<file path="config.mk">
export PLATFORM = sky130hd
export DESIGN_NAME = otp_fuse_ctrl
export DESIGN_NICKNAME = d
export VERILOG_FILES = /design/src/rtl/otp_pkg.sv /design/src/rtl/otp_fuse_rom.sv /design/src/rtl/otp_read_seq.sv /design/src/rtl/otp_fuse_ctrl.sv
export SDC_FILE = /design/constraint.sdc
export NUM_CORES = 1
export LEC_CHECK = 0
export ABC_AREA = 1
export BUFFER_PORTS_ARGS = -buffer_cell sky130_fd_sc_hd__buf_2
export CAP_MARGIN = 10
export CORE_MARGIN = 2
export CORE_UTILIZATION = 29
export DETAILED_ROUTE_END_ITERATION = 8
export HOLD_SLACK_MARGIN = 0.1
export PLACE_DENSITY_LB_ADDON = 0.15
export SYNTH_ARGS = -nofsm -noshare
export SYNTH_HDL_FRONTEND = slang
export SYNTH_SLANG_ARGS = --single-unit
</file>
<file path="constraint.sdc">
create_clock -name clk -period 2.4 [get_ports clk]
set_clock_uncertainty 0.05 [all_clocks]
set_input_delay 0.6 -clock clk [delete_from_list [all_inputs] [get_ports clk]]
set_output_delay 0.6 -clock clk [all_outputs]
set_load 0.01 [all_outputs]
</file>
<file path="src/rtl/otp_pkg.sv">
package otp_pkg;
    typedef enum logic [1:0] {PH_IDLE, PH_SETUP, PH_STROBE, PH_HOLD} phase_t;

    localparam logic [7:0] OFS_CTRL     = 8'h00;
    localparam logic [7:0] OFS_CTRL_SET = 8'h04;
    localparam logic [7:0] OFS_CTRL_CLR = 8'h08;
    localparam logic [7:0] OFS_TIMING   = 8'h10;
    localparam logic [7:0] OFS_TRIG     = 8'h30;
    localparam logic [7:0] OFS_DATA     = 8'h40;

    localparam int BIT_BUSY = 8;
    localparam int BIT_ERR  = 9;

    localparam int IDX_W     = 7;
    localparam int RELAX_LSB = 12;
    localparam int RELAX_W   = 4;
    localparam int STRB_LSB  = 16;
    localparam int STRB_W    = 6;

    localparam logic [31:0] CTRL_WMASK   = 32'hFFFF_067F;
    localparam logic [31:0] TIMING_WMASK = 32'h003F_FFFF;
    localparam logic [31:0] POISON_WORD  = 32'hBADA_BADA;

    function automatic logic [31:0] fuse_word(input logic [31:0] seed,
                                              input logic [IDX_W-1:0] idx);
        logic [31:0] prod;
        prod = 32'(idx) * 32'h9E37_79B1;
        return seed ^ prod;
    endfunction
endpackage

</file>
<file path="src/rtl/otp_fuse_rom.sv">
module otp_fuse_rom
    import otp_pkg::*;
#(
    parameter logic [31:0] SEED = 32'h0,
    parameter int          IDXW = 7
) (
    input  logic [IDXW-1:0] idx,
    output logic [31:0]     word
);
    localparam int WORDS = 1 << IDXW;

    logic [31:0] cells [WORDS];

    for (genvar g = 0; g < WORDS; g++) begin : g_cell
        assign cells[g] = fuse_word(SEED, IDX_W'(g));
    end

    assign word = cells[idx];
endmodule

</file>
<file path="src/rtl/otp_read_seq.sv">
module otp_read_seq
    import otp_pkg::*;
#(
    parameter int RLX_W = 4,
    parameter int STB_W = 6
) (
    input  logic             clk,
    input  logic             rst_n,
    input  logic             start,
    input  logic [RLX_W-1:0] relax_i,
    input  logic [STB_W-1:0] strobe_i,
    output logic             busy_o,
    output logic             done_o
);
    localparam int CNT_W = (RLX_W > STB_W) ? RLX_W : STB_W;

    phase_t           state_q, state_d;
    logic [CNT_W-1:0] cnt_q, cnt_d;
    logic [RLX_W-1:0] relax_q, relax_d;
    logic [STB_W-1:0] strobe_q, strobe_d;

    always_ff @(posedge clk or negedge rst_n) begin
        if (!rst_n) begin
            state_q  <= PH_IDLE;
            cnt_q    <= '0;
            relax_q  <= '0;
            strobe_q <= '0;
        end else begin
            state_q  <= state_d;
            cnt_q    <= cnt_d;
            relax_q  <= relax_d;
            strobe_q <= strobe_d;
        end
    end

    always_comb begin
        state_d  = state_q;
        cnt_d    = cnt_q;
        relax_d  = relax_q;
        strobe_d = strobe_q;
        unique case (state_q)
            PH_IDLE: begin
                if (start) begin
                    state_d  = PH_SETUP;
                    cnt_d    = CNT_W'(relax_i);
                    relax_d  = relax_i;
                    strobe_d = strobe_i;
                end
            end
            PH_SETUP: begin
                if (cnt_q == '0) begin
                    state_d = PH_STROBE;
                    cnt_d   = CNT_W'(strobe_q);
                end else begin
                    cnt_d = cnt_q - 1'b1;
                end
            end
            PH_STROBE: begin
                if (cnt_q == '0) begin
                    state_d = PH_HOLD;
                    cnt_d   = CNT_W'(relax_q);
                end else begin
                    cnt_d = cnt_q - 1'b1;
                end
            end
            PH_HOLD: begin
                if (cnt_q == '0) begin
                    state_d = PH_IDLE;
                end else begin
                    cnt_d = cnt_q - 1'b1;
                end
            end
        endcase
    end

    always_comb begin
        busy_o = (state_q != PH_IDLE);
        done_o = (state_q == PH_HOLD) && (cnt_q == '0);
    end

    // phases only advance in the fixed order
    a_r5_idle_next: assert property (@(posedge clk) disable iff (!rst_n)
        (state_q == PH_IDLE) |=> (state_q inside {PH_IDLE, PH_SETUP}));
    a_r5_setup_next: assert property (@(posedge clk) disable iff (!rst_n)
        (state_q == PH_SETUP) |=> (state_q inside {PH_SETUP, PH_STROBE}));
    a_r5_strobe_next: assert property (@(posedge clk) disable iff (!rst_n)
        (state_q == PH_STROBE) |=> (state_q inside {PH_STROBE, PH_HOLD}));
    a_r5_hold_next: assert property (@(posedge clk) disable iff (!rst_n)
        (state_q == PH_HOLD) |=> (state_q inside {PH_HOLD, PH_IDLE}));
endmodule

</file>
<file path="src/rtl/otp_fuse_ctrl.sv">
module otp_fuse_ctrl
    import otp_pkg::*;
#(
    parameter logic [31:0] FUSE_SEED = 32'h5A5A_1234
) (
    input  logic        clk,
    input  logic        rst_n,
    input  logic        bus_wr,
    input  logic        bus_rd,
    input  logic [7:0]  bus_addr,
    input  logic [31:0] bus_wdata,
    output logic [31:0] bus_rdata
);
    logic [31:0]      ctrl_q, timing_q, data_q;
    logic [IDX_W-1:0] idx_q;
    logic             fail_q;
    logic             seq_busy, seq_done, trig, start;
    logic [31:0]      rom_word, ctrl_view;

    assign trig  = bus_wr && (bus_addr == OFS_TRIG) && bus_wdata[0];
    assign start = trig && !seq_busy;

    otp_read_seq #(.RLX_W(RELAX_W), .STB_W(STRB_W)) u_seq (
        .clk      (clk),
        .rst_n    (rst_n),
        .start    (start),
        .relax_i  (timing_q[RELAX_LSB +: RELAX_W]),
        .strobe_i (timing_q[STRB_LSB +: STRB_W]),
        .busy_o   (seq_busy),
        .done_o   (seq_done)
    );

    otp_fuse_rom #(.SEED(FUSE_SEED), .IDXW(IDX_W)) u_rom (
        .idx  (idx_q),
        .word (rom_word)
    );

    always_ff @(posedge clk or negedge rst_n) begin
        if (!rst_n) begin
            ctrl_q   <= '0;
            timing_q <= '0;
            data_q   <= '0;
            idx_q    <= '0;
            fail_q   <= 1'b0;
        end else begin
            if (bus_wr) begin
                case (bus_addr)
                    OFS_CTRL:     ctrl_q   <= bus_wdata & CTRL_WMASK;
                    OFS_CTRL_SET: ctrl_q   <= ctrl_q | (bus_wdata & CTRL_WMASK);
                    OFS_CTRL_CLR: ctrl_q   <= ctrl_q & ~bus_wdata;
                    OFS_TIMING:   timing_q <= bus_wdata & TIMING_WMASK;
                    default: ;
                endcase
            end
            if (trig && seq_busy) begin
                ctrl_q[BIT_ERR] <= 1'b1;
            end
            if (start) begin
                idx_q  <= ctrl_q[IDX_W-1:0];
                fail_q <= ctrl_q[BIT_ERR];
            end
            if (seq_done) begin
                data_q <= fail_q ? POISON_WORD : rom_word;
            end
        end
    end

    always_comb begin
        ctrl_view           = ctrl_q;
        ctrl_view[BIT_BUSY] = seq_busy;
        bus_rdata           = '0;
        if (bus_rd) begin
            case (bus_addr)
                OFS_CTRL, OFS_CTRL_SET, OFS_CTRL_CLR: bus_rdata = ctrl_view;
                OFS_TIMING: bus_rdata = timing_q;
                OFS_DATA:   bus_rdata = data_q;
                default:    bus_rdata = '0;
            endcase
        end
    end

    a_r5_start_raises_busy: assert property (@(posedge clk) disable iff (!rst_n)
        start |=> seq_busy);
    a_r7_busy_trig_sets_err: assert property (@(posedge clk) disable iff (!rst_n)
        (trig && seq_busy) |=> ctrl_q[BIT_ERR]);
    a_r6_data_only_on_done: assert property (@(posedge clk) disable iff (!rst_n)
        !seq_done |=> $stable(data_q));
    a_r8_poison_on_fail: assert property (@(posedge clk) disable iff (!rst_n)
        (seq_done && fail_q) |=> (data_q == POISON_WORD));
endmodule

</file>
==> results of run 1 <==
## layout by cell type (no fill, tap or decap), types with 4 or more instances in the layout
| master | n |
|---|---|
| ha_1 | 17 |
| nand2_4 | 13 |
| o22ai_1 | 5 |
| nand3_1 | 223 |
| clkbuf_16 | 9 |
| o21ai_1 | 5 |
| a21oi_2 | 10 |
| dfrtp_1 | 109 |
| buf_2 | 67 |
| nor2_1 | 56 |
| or2_2 | 8 |
| nor2_4 | 4 |
| inv_2 | 11 |
| a21oi_1 | 50 |
| inv_1 | 119 |
| o21ai_0 | 95 |
| o211ai_1 | 14 |
| o221ai_2 | 12 |
| buf_6 | 11 |
| nand2_2 | 18 |
| buf_12 | 16 |
| mux2_4 | 4 |
| mux2_2 | 5 |
| buf_4 | 56 |
| a22o_1 | 25 |
| nor2_2 | 4 |
| nand2_1 | 457 |
## worst max path at each step
| stage | cells after the start | startpoint | to |
|---|---|---|---|
| after floorplan | 8 | bus_addr[0] | bus_rdata[21] |
| after global placement | 10 | bus_addr[0] | bus_rdata[21] |
| after detailed placement | 10 | bus_addr[0] | bus_rdata[21] |
| after CTS | 12 | bus_addr[0] | bus_rdata[6] |
| after global routing | 13 | bus_addr[0] | bus_rdata[6] |
| final | 11 | bus_addr[0] | bus_rdata[21] |
## area by class of cell
cell class	instances	area (µm²)	area share (%)
Inverter	134	513	4.77
Clock buffer	9	225	2.09
Timing Repair Buffer	151	1230	11.4
Multi-Input combinational cell	1057	5420	50.4
Clock inverter	7	98.8	0.919
Sequential cell	111	2780	25.9
Tap cell	390	488	4.54
## layer usage
layer | part of all wire (%) | up-vias | global-route usage [%]
li1 | - | 4716 | -
met1 | 48 | 4472 | 31.8
met2 | 43 | 388 | 30.4
met3 | 7.1 | 48 | 3.35
met4 | 2.9 | 0 | 6.94
met5 | 0 | - | 0
## logic make-up (layout without fill, tap and decap cells)
logic type	count (synthesis)	count (layout)	share of synthesized area [%]
xor+xnor	2	2	0.199
fa+ha+maj	17	17	2.41
mux	9	9	1.32
simple gates	798	798	38.8
buf+inv	220	301	10.3
flops	111	111	31.5
compound gates	231	231	15.6
## what timing repair did
action	4_1_cts	5_1_grt
pin swaps	2	20
gates resized for setup	48	44
cloned	2	0
endpoints found under the setup margin	32	35
buffers inserted	5	3
hold endpoints to repair	0	0
## where the power goes
| group | total, µW | internal [µW] | switching, µW |
|---|---|---|---|
| registers | 2000 | 1950 | 47.4 |
| logic | 285 | 121 | 165 |
| clock network | 1640 | 775 | 862 |
| total | 3920 | 2850 | 1070 |
## metrics by stage
| stage | hold WS (ns) | area, µm² | util [%] | TNS [ns] | power [µW] |
|---|---|---|---|---|---|
| 6_report | 0.122 | 10800 | 36.1 | -0.990 | 3920 |
| 5_1_grt | 0.151 | 10800 | 36.1 | -3.64 | 4080 |
| 4_1_cts | 0.134 | 10600 | 35.6 | -1.29 | 3970 |
| 3_5_place_dp | 0.417 | 9980 | 33.5 | -7.11 | 2290 |
| 3_3_place_gp | 0.420 | 9980 | 33.5 | -6.31 | 2290 |
| 2_1_floorplan | 0.254 | 8820 | - | 0 | 2130 |
## critical path: stages
cell	delay [ns]
buf_6	0.10
inv_2	0.04
nand2_2	0.06
nor3_4	0.18
buf_6	0.14
nand3_4	0.10
inv_4	0.09
buf_4	0.10
nor3_1	0.04
nor3_1	0.21
buf_2	0.18
## flip-flops by register name, summed over array words and instances (netlist names)
name	flops
data_q	32
u_seq.relax_q	4
ctrl_q	31
fail_q	1
u_seq.cnt_q	6
u_seq.strobe_q	6
timing_q	22
u_seq.state_q	2
idx_q	7
==> results.sh, run 1 <==
export IMPL_status="finished with violations"
export IMPL_violations="setup timing"
export IMPL_reg2reg_slack_ns=0.20
export IMPL_cts_root_buf="clkbuf_16"
export IMPL_post_drt_wl_per_cell_um=17.7
export IMPL_cts_tree="done"
export IMPL_yosys_warnings=0
export IMPL_setup_viol_count_final=25
export IMPL_routed_via_density=5.18
export IMPL_max_freq_ghz=0.404
export IMPL_synthTopCellsByCount="nand2_1 (483), nand3_1 (225), inv_1 (124), dfrtp_1 (111), o21ai_0 (95)"
export IMPL_grt_usage_pct=21.1
export IMPL_fin_crit_ns=2.47
export IMPL_min_path_type="in -> async"
export IMPL_grt_pass1_wl_um=52400
export IMPL_hold_viol=0
export IMPL_p_per_area_nw_per_um2=364
export IMPL_grt_pass1_vias=9085
export IMPL_rsz0062_at_grt="yes"
export IMPL_synth_top_area_share_pct=31.5
export IMPL_syn_avg_cell_area_um2=6.36
export IMPL_yosysTopAreaCell="dfrtp_1"
export IMPL_synthFlopType="dfrtp_1"
export IMPL_cts_hold_buf=0
export IMPL_worst_slew_pin_slew_ns=1.25
export IMPL_ys_seq_area_share_pct=31.5
export IMPL_vias=9624
export IMPL_reg2reg_depth=11
export IMPL_finalWorstSetupSlack_ns=-0.0734
export IMPL_numPortBuffers=75
export IMPL_drive_above_1_share_pct=18.7
export IMPL_critPathRequiredTime_ns=1.75
export IMPL_hpwl_um=23800
export IMPL_die_w_um=178
export IMPL_antenna_found_initial=1
export IMPL_fillers=3239
export IMPL_yosys_top_cells_area="dfrtp_1 (31%), nand2_1 (21%), nand3_1 (13%)"
export IMPL_pin_count=76
export IMPL_cts_buffers_inserted=9
export IMPL_slew_viol_final=0
export IMPL_async_flop_share_pct=100
export IMPL_ys_ff_latch=111
export IMPL_period_share_pct=103
export IMPL_r2r_start="idx_q[2]"
export IMPL_yosysMostFrequentCell="nand2_1"
export IMPL_cts_sinks=111
export IMPL_die_y_um=178
export IMPL_syn_inst=1388
export IMPL_endpoint_kind="output pin"
export IMPL_netlist_area_um2=8820
export IMPL_routed_wl_um=32900
export IMPL_grt_start_max_net_pins=83
export IMPL_overflow=0
export IMPL_clk_pin_slew_worst_paths_ns=0.08
export IMPL_drtAntennaViolNets=0
export IMPL_drc=0
export IMPL_pre_cts_slack_ns=-0.178
export IMPL_gp_congestion=0.924
export IMPL_p_leak_uw=0.00556
export IMPL_vdd_drop_max_uv=385
export IMPL_dp_cells=1834
export IMPL_diodes=0
export IMPL_nNetsFinal=1525
export IMPL_h_tree_depth=3
export IMPL_maxSlewHeadroom_pct=16.8
export IMPL_clk_latency_ns=0.38
export IMPL_area_growth_synth_to_final_pct=21.9
export IMPL_r2r_end="data_q[28]"
export IMPL_startpoint_type="input port"
export IMPL_num_rows=63
export IMPL_synth_cell_type_count=43
export IMPL_synth_net_count=1449
export IMPL_max_clock_path_buffers=2
export IMPL_core_um2=29800
export IMPL_cp_arrival_ns=1.82
export IMPL_synth_edff_count=0
export IMPL_cap_violations=0
export IMPL_die_area_um2=31800
export IMPL_initial_core_util_pct=29.6
export IMPL_instances_no_fill=1859
export IMPL_path_max_fanout=4
export IMPL_drt_iter0_markers=915
export IMPL_crit_type="in -> out"
export IMPL_firstDrtPassIters=5
(Power assumes the default switching activity.)
==> run 2: changes to the inputs <==
BUFFER_PORTS_ARGS = -buffer_cell sky130_fd_sc_hd__buf_4   (was -buffer_cell sky130_fd_sc_hd__buf_2)
==> results.sh, run 2 (synthesized netlist as in run 1, its figures left out) <==
export IMPL_largest_register_ffs=32
export IMPL_whs_ns=0.168
export IMPL_period_share_pct=104
export IMPL_design_area_um2=11300
export IMPL_worst_slew_pin_slew_ns=0.676
export IMPL_maxSlewHeadroom_pct=54.8
export IMPL_diodes=0
export IMPL_cp_arrival_ns=1.85
export IMPL_grt_pass1_vias=9288
export IMPL_cts_sinks=111
export IMPL_power_frac_seq_pct=51.4
export IMPL_slowest_stage="buf_6"
export IMPL_rsz0062_at_grt="yes"
export IMPL_cts_tree="done"
export IMPL_vdd_drop_max_uv=289
export IMPL_grt_usage_pct=21.4
export IMPL_path_max_fanout=8
export IMPL_power_uw=3880
export IMPL_area_growth_synth_to_final_pct=27.7
export IMPL_crit_chain="buf_8 -> inv_2 -> nand2_2 -> nor3_4 -> nand3_2 -> buf_6 -> buf_6 -> o221ai_2 -> nand2_1 -> inv_1 -> buf_6"
export IMPL_die_area_um2=31800
export IMPL_cp_top_family="buffers and inverters"
export IMPL_vias=9777
export IMPL_pin_count=76
export IMPL_hold_viol=0
export IMPL_nNetsFinal=1538
export IMPL_startpoint_type="input port"
export IMPL_p_per_area_nw_per_um2=344
export IMPL_die_w_um=178
export IMPL_r2r_end="data_q[24]"
export IMPL_die_y_um=178
export IMPL_r2r_start="idx_q[2]"
export IMPL_max_freq_ghz=0.401
export IMPL_post_drt_wl_per_cell_um=18.1
export IMPL_power_switching_uw=1040
export IMPL_finalWorstSetupSlack_ns=-0.0952
export IMPL_grt_pass1_wl_um=52900
export IMPL_fin_crit_ns=2.50
export IMPL_drive_above_1_share_pct=20.7
export IMPL_reg2reg_depth=11
export IMPL_cts_root_buf="clkbuf_16"
export IMPL_status="finished with violations"
export IMPL_endpoint_kind="output pin"
export IMPL_path_common_cell="buf_6"
export IMPL_violations="setup timing"
export IMPL_h_tree_depth=3
export IMPL_max_clock_path_buffers=2
export IMPL_num_rows=63
export IMPL_placed_area_um2=10200
export IMPL_critPathRequiredTime_ns=1.75
export IMPL_setup_viol_count_final=31
export IMPL_share_comb_of_total_power_pct=8.5
export IMPL_drt_iter0_markers=801
export IMPL_cts_hold_buf=0
export IMPL_firstDrtPassIters=5
export IMPL_hpwl_um=23800
export IMPL_routed_via_density=5.22
export IMPL_clk_latency_ns=0.37
export IMPL_numPortBuffers=75
export IMPL_cap_violations=0
export IMPL_path_buf_inv=6
export IMPL_overflow=0
export IMPL_grt_start_max_net_pins=82
export IMPL_crit_type="in -> out"
export IMPL_core_um2=29800
export IMPL_initial_core_util_pct=29.6
export IMPL_p_sw_share_pct=26.7
export IMPL_internal_power_uw=2840
export IMPL_min_path_type="in -> async"
export IMPL_antenna_found_initial=1
export IMPL_drc=0
export IMPL_drtAntennaViolNets=0
export IMPL_fin_tns_setup_ns=-1.43
export IMPL_slew_viol_final=0
export IMPL_reg2reg_slack_ns=0.13
export IMPL_gp_congestion=0.868
export IMPL_clk_pin_slew_worst_paths_ns=0.09
export IMPL_pwr_share_clk_pct=40.1
export IMPL_mostFrequentLayoutCells="nand2_1 (453), nand3_1 (223), buf_4 (114), inv_1 (109), dfrtp_1 (108)"
export IMPL_p_leak_uw=0.00567
export IMPL_slowest_delay_ns=0.18
export IMPL_routed_wl_um=33900
export IMPL_cts_buffers_inserted=9
export IMPL_top_register="data_q"
export IMPL_final_common_cell="nand2_1"
export IMPL_reg_top3="data_q: 32 flops, ctrl_q: 31 flops, timing_q: 22 flops"
[run 2: changes by cell type in the layout (fill, tap and decap cells not counted), moves of 4 or more]
cell	before	now
buf_2	67	0
nand2_4	13	8
nand2_1	457	453
buf_6	11	27
inv_1	119	109
buf_4	56	114
inv_2	11	18
buf_8	0	4
o221ai_4	0	6
o221ai_2	12	7
nand2_2	18	26
[run 2: per-stage QoR]
| step | worst slack, ns | cells | utilization (%) |
|---|---|---|---|
| floorplan | 0.0907 | 1388 | - |
| global placement | -0.259 | 1843 | 34.3 |
| detailed placement | -0.246 | 1843 | 34.3 |
| CTS | -0.104 | 1866 | 36.0 |
| global route | -0.201 | 1872 | 37.8 |
| finish | -0.0952 | 1872 | 37.8 |
[run 2: worst reg2reg max path, cell delays in order (launching register included)]
cell and delay, ns:
dfrtp_2 0.48, inv_2 0.21, buf_4 0.23, nand2_1 0.32, nand2_1 0.27, nand2_1 0.14, nand2_1 0.09, a21oi_1 0.06
nand2_1 0.07, nand3_1 0.07, nand3_1 0.11, nand2_1 0.05
[run 2: worst max path at each step]
stage	startpoint	endpoint	cells past startpoint
2_1_floorplan	bus_addr[0]	bus_rdata[21]	8
6_report	bus_addr[0]	bus_rdata[17]	11
5_1_grt	bus_addr[0]	bus_rdata[17]	11
3_5_place_dp	bus_addr[4]	ctrl_q[19]	9
4_1_cts	bus_addr[1]	bus_rdata[21]	10
3_3_place_gp	bus_addr[1]	bus_rdata[0]	9
[run 2: what timing repair did]
item,4_1_cts,5_1_grt
gates cloned,1,3
buffers inserted,6,4
pin swaps,13,22
endpoints found under the setup margin,32,46
resized for setup,41,113
[run 2: layout make-up]
class	count	area, µm²
Tap cell	390	488
Clock buffer	10	229
Inverter	134	533
Timing Repair Buffer	164	1620
Fill cell	3255	18500
Clock inverter	6	72.6
Multi-Input combinational cell	1057	5550
Sequential cell	111	2780
[run 2: routing by layer]
layer / part of all wire, % / routed length (µm) / global-route usage, % / vias to the layer above
li1: - / - / - / 4737
met1: 47 / 15800 / 30.6 / 4689
met2: 44 / 15000 / 32.3 / 314
met3: 5.9 / 2010 / 3.52 / 35
met4: 3.0 / 1030 / 7.83 / 2
met5: 0.038 / 13 / 0 / -
[run 2: power by group through the flow]
stage	clock (µW)	combinational (µW)	sequential, µW
floorplan	0	116	2010
detailed placement	0	287	2020
finish	1560	329	2000
global placement	0	284	2030
global route	1670	362	2010
CTS	1600	304	1990
==> run 3: changes to the inputs <==
ABC_AREA = 0   (was 1)
==> results.sh, run 3 <==
export IMPL_status="finished with violations"
export IMPL_violations="setup timing"
export IMPL_critPathRequiredTime_ns=1.75
export IMPL_path_buf_inv=4
export IMPL_num_rows=65
export IMPL_h_tree_depth=3
export IMPL_drtAntennaViolNets=0
export IMPL_slew_viol_final=0
export IMPL_syn_avg_cell_area_um2=8.16
export IMPL_yosys_warnings=0
export IMPL_fin_crit_ns=2.65
export IMPL_slowest_stage="nor4_4"
export IMPL_cts_hold_buf=0
export IMPL_die_y_um=182
export IMPL_share_comb_of_total_power_pct=27.0
export IMPL_p_leak_uw=0.00524
export IMPL_clk_latency_ns=0.35
export IMPL_grt_pass1_vias=9595
export IMPL_drive_above_1_share_pct=36.8
export IMPL_grt_pass1_wl_um=58800
export IMPL_routed_via_density=5.86
export IMPL_drc=0
export IMPL_final_common_cell="buf_4"
export IMPL_yosysTopAreaCell="dfrtp_1"
export IMPL_placed_area_um2=11700
export IMPL_ys_ff_latch=111
export IMPL_core_um2=31400
export IMPL_maxSlewHeadroom_pct=63.7
export IMPL_pin_count=76
export IMPL_cap_violations=0
export IMPL_antenna_found_initial=0
export IMPL_multi_input_area_um2=6280
export IMPL_synth_cell_type_count=82
export IMPL_max_clock_path_buffers=2
export IMPL_async_flop_share_pct=100
export IMPL_power_switching_uw=1820
export IMPL_vias=10000
export IMPL_pwr_share_clk_pct=27.5
export IMPL_top_register="data_q"
export IMPL_pre_cts_slack_ns=-0.254
export IMPL_power_frac_seq_pct=45.5
export IMPL_synth_edff_count=0
export IMPL_period_share_pct=110
export IMPL_rsz0062_at_grt="yes"
export IMPL_drt_iter0_markers=1193
export IMPL_design_area_um2=12500
export IMPL_vdd_drop_max_uv=305
export IMPL_endpoint_kind="output pin"
export IMPL_cts_sinks=111
export IMPL_syn_inst=1126
export IMPL_firstDrtPassIters=7
export IMPL_fillers=3163
export IMPL_grt_start_max_net_pins=43
export IMPL_setup_viol_count_final=32
export IMPL_synth_top_area_share_pct=30.2
export IMPL_gp_congestion=0.926
export IMPL_hold_viol=0
export IMPL_hpwl_um=28700
export IMPL_die_area_um2=33100
export IMPL_synthTopCellsByCount="dfrtp_1 (111), nor2_1 (111), o21ai_0 (109), nand2_1 (93), clkbuf_1 (82)"
export IMPL_initial_core_util_pct=29.3
export IMPL_cp_top_family="simple AND/OR/NAND/NOR gates"
export IMPL_die_w_um=182
export IMPL_path_max_fanout=22
export IMPL_cp_arrival_ns=2.00
export IMPL_numPortBuffers=75
export IMPL_synthFlopType="dfrtp_1"
export IMPL_cts_buffers_inserted=9
export IMPL_yosys_top_cells_area="dfrtp_1 (30%), o21ai_0 (5.9%), nor2_1 (4.5%)"
export IMPL_startpoint_type="input port"
export IMPL_seq_area_um2=2790
export IMPL_netlist_area_um2=9180
export IMPL_slowest_delay_ns=0.28
export IMPL_finalWorstSetupSlack_ns=-0.250
export IMPL_reg_top3="data_q: 32 flops, ctrl_q: 31 flops, timing_q: 22 flops"
export IMPL_min_path_type="in -> async"
export IMPL_largest_register_ffs=32
export IMPL_nNetsFinal=1367
export IMPL_ys_seq_area_share_pct=30.2
export IMPL_clk_pin_slew_worst_paths_ns=0.07
export IMPL_p_sw_share_pct=32.8
export IMPL_crit_type="in -> out"
export IMPL_post_drt_wl_per_cell_um=22.4
export IMPL_max_freq_ghz=0.377
export IMPL_overflow=0
export IMPL_internal_power_uw=3740
export IMPL_cts_root_buf="clkbuf_16"
export IMPL_routed_wl_um=38300
export IMPL_crit_chain="buf_6 -> nor4_4 -> nand3b_1 -> nor3_2 -> buf_4 -> o31ai_4 -> buf_12 -> nor2_1 -> buf_4"
export IMPL_worst_slew_pin_slew_ns=0.544
export IMPL_synth_net_count=1187
export IMPL_cts_tree="done"
export IMPL_area_growth_synth_to_final_pct=36.4
export IMPL_mostFrequentLayoutCells="buf_4 (252), dfrtp_1 (105), o21ai_0 (96), nand2_1 (88), nor2_1 (87)"
export IMPL_path_common_cell="buf_4"
export IMPL_grt_usage_pct=22.8
export IMPL_diodes=0
export IMPL_p_per_area_nw_per_um2=444
run 3: cell count changes in the layout (fill, tap and decap cells not counted), moves of 22 or more:
cell | before | now
buf_4 | 114 | 252
a222oi_1 | 0 | 22
nor2_2 | 2 | 24
nand2_1 | 453 | 88
mux2_2 | 5 | 32
nand2_2 | 26 | 2
nor2_1 | 56 | 87
inv_1 | 109 | 10
nand3_1 | 223 | 28
run 3: final timing paths:
kind / start / endpoint / slack (ns) / cells past startpoint
worst min-delay path: rst_n / ctrl_q[16] / 0.13 / 1
worst max register to register: idx_q[1] / data_q[15] / 0.03 / 9
max in group asynchronous: rst_n / u_seq.cnt_q[0] / 1.53 / 2
worst min register to register: ctrl_q[7] / ctrl_q[7] / 0.44 / 1
min in group clk: bus_wdata[30] / ctrl_q[30] / 0.43 / 2
worst max-delay path: bus_addr[1] / bus_rdata[1] / -0.25 / 9
run 3: cell type report:
cell class	instances	area share [%]
clock buffers	11	1.94
flip-flops and latches	111	22.3
inverters	16	0.520
clock inverters	5	0.450
multi-input cells	878	50.2
well taps	402	4.02
repair buffers	290	20.6
run 3: repair_timing:
action | 4_1_cts | 5_1_grt
buffers inserted | 2 | 7
pin swaps | 3 | 19
hold endpoints to repair | 0 | 0
resized for setup | 16 | 90
gates cloned | 2 | 0
endpoints found under the setup margin | 43 | 51
run 3: cells by family (layout without fill, tap and decap cells):
logic type,after synthesis,count (layout),share of synthesized area (%)
AND/OR/NAND/NOR,351,351,18.0
adder cells (fa/ha/maj),19,19,2.53
AO/OA/AOI/OAI,434,434,32.3
flip-flops,111,111,30.2
XOR/XNOR,18,18,1.72
multiplexers,56,56,8.19
buffers and inverters,137,322,7.04
run 3: power groups by stage:
stage / sequential [µW] / clock [µW] / combinational [µW]
final: 2530 / 1530 / 1500
after global routing: 2570 / 1640 / 1670
after CTS: 2530 / 1580 / 1430
after detailed placement: 2560 / 0 / 1420
after global placement: 2560 / 0 / 1400
after floorplan: 2380 / 0 / 919
run 3: metrics by stage:
| stage | power, µW | hold WS (ns) | cells | setup TNS [ns] | utilization [%] |
|---|---|---|---|---|---|
| after floorplan | 3300 | 0.254 | 1126 | -1.26 | - |
| after global placement | 3960 | 0.420 | 1687 | -14.64 | 37.4 |
| after detailed placement | 3980 | 0.426 | 1687 | -15.21 | 37.4 |
| after CTS | 5530 | 0.131 | 1707 | -7.43 | 38.7 |
| after global routing | 5890 | 0.149 | 1713 | -10.24 | 39.9 |
| final | 5560 | 0.125 | 1713 | -6.49 | 39.9 |
run 3: per-layer routing:
metal	share of wire, %	GRT usage [%]	wire [µm]
met1	44	31.9	17000
met2	46	36.4	17600
met3	6.9	2.65	2630
met4	3.0	8.16	1160
met5	0	0	0
